<file path="config.mk">
export PLATFORM = sky130hd
export DESIGN_NAME = line_divider_chain
export DESIGN_NICKNAME = d
export VERILOG_FILES = /design/src/rtl/line_div_pkg.sv /design/src/rtl/front_div56.sv /design/src/rtl/johnson_stage.sv /design/src/rtl/line_divider_chain.sv
export SDC_FILE = /design/constraint.sdc
export NUM_CORES = 1
export LEC_CHECK = 0
export ABC_AREA = 1
export BUFFER_PORTS_ARGS = -buffer_cell sky130_fd_sc_hd__buf_2
export CORE_MARGIN = 2
export CORE_UTILIZATION = 55
export DETAILED_ROUTE_END_ITERATION = 16
export PLACE_DENSITY_LB_ADDON = 0.3
export SLEW_MARGIN = 20
export SYNTH_ARGS = -nofsm -noshare
export SYNTH_HDL_FRONTEND = slang
export SYNTH_SLANG_ARGS = --single-unit
</file>
<file path="constraint.sdc">
create_clock -name clk_i -period 1.5 [get_ports clk_i]
set_input_delay 0.15 -clock clk_i [delete_from_list [all_inputs] [get_ports clk_i]]
set_output_delay 0.15 -clock clk_i [all_outputs]
set_load 0.01 [all_outputs]
</file>
<file path="src/rtl/line_div_pkg.sv">
package line_div_pkg;

    typedef enum int {
        VAR_5_6,
        VAR_50_60,
        VAR_100_120,
        VAR_300_360,
        VAR_500_600,
        VAR_3000_3600
    } ratio_variant_e;

    localparam int MAX_STAGES = 4;

    // Number of stages in the cascade, including the 5/6 front stage.
    function automatic int stage_count(ratio_variant_e v);
        case (v)
            VAR_5_6:       return 1;
            VAR_50_60:     return 2;
            VAR_100_120:   return 3;
            VAR_300_360:   return 3;
            VAR_500_600:   return 3;
            VAR_3000_3600: return 4;
            default:       return 1;
        endcase
    endfunction

    // Register width of twisted-ring stage idx (idx >= 1); divides by 2*width.
    function automatic int stage_bits(ratio_variant_e v, int idx);
        if (idx == 1) return 5;
        case (v)
            VAR_100_120:   return 1;
            VAR_300_360:   return 3;
            VAR_500_600:   return 5;
            VAR_3000_3600: return (idx == 2) ? 3 : 5;
            default:       return 1;
        endcase
    endfunction

endpackage

</file>
<file path="src/rtl/front_div56.sv">
module front_div56 (
    input  logic clk_i,
    input  logic rst_i,
    input  logic adv_i,
    input  logic sel50_i,
    output logic tap_o,
    output logic carry_o
);

    typedef enum logic [2:0] {
        ST_ZERO  = 3'b000,
        ST_ONE   = 3'b001,
        ST_TWO   = 3'b011,
        ST_THREE = 3'b111,
        ST_FOUR  = 3'b110,
        ST_FIVE  = 3'b100
    } front_state_e;

    front_state_e state, state_nx;

    always_ff @(negedge clk_i or posedge rst_i) begin
        if (rst_i)      state <= ST_ZERO;
        else if (adv_i) state <= state_nx;
    end

    always_comb begin
        unique case (state)
            ST_ZERO:  state_nx = ST_ONE;
            ST_ONE:   state_nx = ST_TWO;
            ST_TWO:   state_nx = ST_THREE;
            ST_THREE: state_nx = ST_FOUR;
            ST_FOUR:  state_nx = sel50_i ? ST_ZERO : ST_FIVE;
            ST_FIVE:  state_nx = ST_ZERO;
            default:  state_nx = ST_ZERO;
        endcase
    end

    // Output process: tap bit and wrap carry depend on the ratio in use.
    always_comb begin
        if (sel50_i) begin
            tap_o   = state[1];
            carry_o = adv_i && (state == ST_FOUR);
        end else begin
            tap_o   = state[2];
            carry_o = adv_i && (state == ST_FIVE);
        end
    end

    // an edge without advance leaves the front stage untouched
    p_front_frozen_r6: assert property (@(negedge clk_i) disable iff (rst_i)
        !adv_i |=> $stable(state));

    // in divide-by-5 mode the state after ST_FOUR is ST_ZERO
    p_div5_skip_r5: assert property (@(negedge clk_i) disable iff (rst_i)
        (adv_i && sel50_i && state == ST_FOUR) |=> (state == ST_ZERO));

endmodule

</file>
<file path="src/rtl/johnson_stage.sv">
module johnson_stage #(
    parameter int BITS = 5
) (
    input  logic clk_i,
    input  logic rst_i,
    input  logic adv_i,
    output logic tap_o,
    output logic carry_o
);

    localparam logic [BITS-1:0] LAST = {1'b1, {(BITS-1){1'b0}}};

    logic [BITS-1:0] ring_q, ring_nx;

    generate
        if (BITS == 1) begin : g_toggle
            assign ring_nx = ~ring_q;
        end else begin : g_ring
            assign ring_nx = {ring_q[BITS-2:0], ~ring_q[BITS-1]};
        end
    endgenerate

    always_ff @(negedge clk_i or posedge rst_i) begin
        if (rst_i)      ring_q <= '0;
        else if (adv_i) ring_q <= ring_nx;
    end

    assign tap_o   = ring_q[BITS-1];
    assign carry_o = adv_i && (ring_q == LAST);

    // no carry from the previous stage, no change here
    p_stage_hold_r9: assert property (@(negedge clk_i) disable iff (rst_i)
        !adv_i |=> $stable(ring_q));

    // each permitted step flips exactly one bit of the ring
    p_single_flip_r9: assert property (@(negedge clk_i) disable iff (rst_i)
        adv_i |=> ($countones(ring_q ^ $past(ring_q)) == 1));

endmodule

</file>
<file path="src/rtl/line_divider_chain.sv">
module line_divider_chain
    import line_div_pkg::*;
#(
    parameter ratio_variant_e VARIANT = VAR_3000_3600
) (
    input  logic clk_i,
    input  logic rst_i,
    input  logic en_i,
    input  logic sel50_i,
    output logic div_o
);

    localparam int NSTG = stage_count(VARIANT);

    logic [NSTG-1:0] tap;
    logic [NSTG-1:0] carry;

    front_div56 u_front (
        .clk_i   (clk_i),
        .rst_i   (rst_i),
        .adv_i   (en_i),
        .sel50_i (sel50_i),
        .tap_o   (tap[0]),
        .carry_o (carry[0])
    );

    generate
        for (genvar k = 1; k < NSTG; k++) begin : g_stage
            johnson_stage #(
                .BITS (stage_bits(VARIANT, k))
            ) u_stage (
                .clk_i   (clk_i),
                .rst_i   (rst_i),
                .adv_i   (carry[k-1]),
                .tap_o   (tap[k]),
                .carry_o (carry[k])
            );
        end
    endgenerate

    assign div_o = tap[NSTG-1];

    // reset holds the output low
    always @(negedge clk_i) begin
        if (rst_i) begin
            p_reset_low_r1: assert (div_o == 1'b0);
        end
    end

    // disabled edges leave the output unchanged (select held)
    p_out_hold_r6: assert property (@(negedge clk_i) disable iff (rst_i)
        !en_i |=> ($stable(div_o) || (sel50_i != $past(sel50_i))));

endmodule

</file>
[Yosys cells after proc, flatten, opt, wreduce, memory -nomap -nowiden]
Index checks and enable logic that the tools add are counted.
W data, S select, Z words.
Cells by class
  mux-type cells: 3
  equal/unequal tests: 7
  bitwise gates (word level): 3
  reduce and logical (&&, ||, !) cells: 5
Operators with widths (count)
  $pmux W3 S5: 1
  $eq A3 B3 Y1 const B: 4
  $eq A5 B5 Y1 const B: 1
  $logic_and A1 B1 Y1: 4
  $eq A3 B1 Y1 const B: 1
  $eq A3 B2 Y1 const B: 1
  $logic_not A3 Y1: 1
  $mux W3: 1
  $not A1 Y1: 3
  $mux W1: 1
Word-level totals
  input bits: 4
  output and inout bits: 1
  register bits: 16
  word-level logic and storage cells: 22

[Depth between registers and ports, before layout]
  depth in word-level cells: 5
  depth in mapped cells: 7
  mapped depth without buffers: 7

[Modules after synthesis]
A second synthesis with hierarchy kept.
Second synthesis, totals
  cell total of the unflattened synthesis: 93
  area total of the unflattened synthesis: 732.0 um^2
By module, submodules not included
  johnson_stage (g_stage[1].u_stage ...): sequential area each 125.1 um^2, instances 2, cells an instance 24, area each 209.0 um^2
  front_div56: sequential area each 75.1 um^2, instances 1, cells an instance 27, area each 180.2 um^2
  johnson_stage (g_stage[2].u_stage): sequential area each 75.1 um^2, instances 1, cells an instance 18, area each 133.9 um^2

==> summary.md <==
| Metric | Value |
|---|---|
| Slew Viols, Final | 0 |
| Fin nets | 104 |
| VDD IR max | 1.09 mV |
| Finished Core Util | 73.2% |
| Startpoint types | register |
| Vias/cell | slightly above 5 |
| Hold path depth | 1 |
| Post-Synthesis Cells | 83 |
| Drt pass-1 iters | 4 |
| Sequential cell area | 400 sq um |
| Setup crit end kind | primary output |
| Clock root buffer | clkbuf_4 |
| Vias | 581 |
| Synthesized area per cell | between 8 and 9 sq um |
| Crit-path cells | buf_2 |
| Clk buf depth | 2 |
| #FFs+latches synth | 16 |
| CP Buf/Inv Count | 1 |
| Hold Path Sink | g_stage[1].u_stage.ring_q[0] |
| # hold bufs at CTS | 0 |
| Rows | 13 |
| Outcome | finished, violations left |
| Antenna violations before repair | 0 |
| Multi-input logic area | between 300 and 400 sq um |
| Layout cell share with drive strength beyond 1 | approximately a third |
| Reg2reg end | g_stage[3].u_stage.ring_q[1] |
| I/O pin count | 5 |
| Port bufs | 4 |
| Drt wl/cell | between 10 and 15 um |
| Worst slew margin | between 80% and 90% |
| Post-Route WL | between 1000 and 1500 um |
| Die Footprint | between 0.0015 and 0.002 sq mm |
| Tot GR Track Use | 21.4% |
| Clk Latency, worst-skew pair | a little under 300 ps |
| RSZ-0062 raised after global routing | yes |
| Failing checks | setup timing |
| Maxcap violations | 0 |
| Slowest CP cell | dfrtn_1 |
| Diode count | 0 |
| CTS tree | yes |
| Power per cell area | around 1400 mW/mm^2 |
| Syn nets | 87 |
| Hold_sp | g_stage[1].u_stage.ring_q[4] |
| Worst path required time | approximately 1400 ps |
| Final-report setup violation count | 1 |
| Core ar. | 0.00127 sq mm |
| Initial Util | 57.6% |
| Synth warn | 0 |
| Hold WS | 390 ps |
| GRT overflow | 0 |
| Post-synthesis instance area | between 700 and 800 sq um |
| Crit path max-delay family | flip-flops |
| Largest net degree at the start of global routing | 17 |
| Cells after DPL | 107 |
| Worst EP arrival | approximately 1600 ps |
| Clock Skews | about 4.4 ps |
| Drt first-iter violations | 16 |
| LEAKAGE | about 0.5 nW |
| Drt drc | 0 |
| Area grow syn2layout | 27.1% |
| Slew @ Worst Pin | between 200 and 300 ps |
| Vias in the first global route | 527 |
| Worst R2R Setup Slack | 200 ps |
| Antenna Violating Nets Remaining | 0 |
| Reg-to-Reg Start | u_front.state[2] |
| Num CTS Buffers | 3 |
| Final Hold Fails | 0 |
| Final GP Congestion | just under 0.7 |
| First-pass GRT wire length | between 2000 and 2500 um |
| R2R cell count | 7 |
| Post-DP HPWL | about 1000 um |
| TritonCTS Sinks | 16 |
| Distinct cell type count after synthesis | 18 |
| Hold WC Path Type | register to register |
| H-tree depth | 1 |
| Final WS setup | -256 ps |
| Final std cells w/o fill | roughly 110 |
| Die Y | just over 40 um |
| Fill count | 92 |
| Clock transition at path regs | 60 ps |
| Crit path largest cell delay | between 400 and 500 ps |
| CP Max Fanout | 2 |
| DIE WIDTH | 40.5 um |
| Seq/Total Area, Yosys | a little over half |
| Setup CP Type | register to primary output |
-- routing by layer --
layer / track usage, % / wire (um)
met5: 0 / 0
met4: 10.0 / 17
met3: 6.67 / 38
met2: 32.1 / 620
met1: 28.0 / 641
-- area by class of cell --
type,count,share of cell area [%]
clock buffers,4,3.91
flip-flops and latches,16,43.1
repair buffers,13,10.8
inverters,12,5.66
well taps,15,2.02
multi-input cells,54,34.5
-- cell usage in the layout (no fill, tap or decap), types with 2 or more instances in the layout --
cell type,n
clkbuf_4,3
nor2_1,5
buf_2,2
a21oi_1,2
dfrtn_1,16
inv_1,7
nand2_1,23
buf_6,2
inv_2,3
nand4_1,5
o21ai_1,7
buf_4,9
nand2_4,4
nand2_2,2
-- per-stage QoR --
| stage | setup WS, ps | total power [mW] | area (sq um) | setup TNS (ps) |
|---|---|---|---|---|
| 2_1_floorplan | -60.9 | 0.963 | 774 | -560 |
| 3_3_place_gp | -298 | 1.03 | 847 | -3150 |
| 3_5_place_dp | -330 | 1.06 | 847 | -3650 |
| 4_1_cts | -228 | 1.34 | 901 | -228 |
| 5_1_grt | -294 | 1.44 | 928 | -294 |
| 6_report | -256 | 1.34 | 928 | -256 |
-- how the worst max path moves through the flow --
stage | start | slack [ps] | depth (start not counted) | endpoint
2_1_floorplan | en_i | -60 | 7 | g_stage[3].u_stage.ring_q[0]
4_1_cts | g_stage[3].u_stage.ring_q[4] | -230 | 1 | div_o
5_1_grt | g_stage[3].u_stage.ring_q[4] | -290 | 1 | div_o
3_3_place_gp | en_i | -300 | 8 | g_stage[3].u_stage.ring_q[0]
6_report | g_stage[3].u_stage.ring_q[4] | -260 | 1 | div_o
3_5_place_dp | en_i | -330 | 8 | g_stage[3].u_stage.ring_q[3]
-- synthesized netlist by cell type --
| master | number | area (sq um) |
|---|---|---|
| a21oi_1 | 2 | 10.0 |
| dfrtn_1 | 16 | 400 |
| nand3_1 | 1 | 5.00 |
| inv_2 | 3 | 11.3 |
| nor2_1 | 5 | 18.8 |
| nand3_2 | 1 | 10.0 |
| nor2_4 | 1 | 11.3 |
| nand2_1 | 27 | 101 |
| nand2_2 | 2 | 12.5 |
| nand2_4 | 1 | 11.3 |
| inv_1 | 8 | 30.0 |
| o21ai_1 | 5 | 25.0 |
| buf_6 | 1 | 11.3 |
| nor2_8 | 1 | 20.0 |
| o31ai_1 | 1 | 7.51 |
| o21ai_0 | 2 | 10.0 |
| clkinv_1 | 1 | 3.75 |
| nand4_1 | 5 | 31.3 |
-- what timing repair did --
| action | CTS | global route |
|---|---|---|
| pin swaps | 3 | 3 |
| setup endpoints to repair | 6 | 9 |
| endpoints found under the hold margin | 0 | 0 |
| resized for setup | 1 | 6 |
| buffers inserted | 2 | 1 |
-- power by group --
group          total, mW  switching, mW  leakage (nW)  internal [mW]
combinational      0.416          0.260         0.266          0.155
sequential         0.650         0.0982         0.210          0.552
clock              0.276          0.129        0.0210          0.148
total               1.34          0.487         0.496          0.855
-- sequential cells by signal (all words and copies together) (netlist names) --
signal,flops
g_stage.u_stage.ring_q,13
u_front.state,3
-- logic make-up after synthesis --
family	count (synthesis)	share of synthesized area, %
AO/OA/AOI/OAI	10	7.19
buffers and inverters	13	7.70
flip-flops	16	54.8
AND/OR/NAND/NOR	44	30.3
No activity file was read; power rests on OpenSTA's default activity.
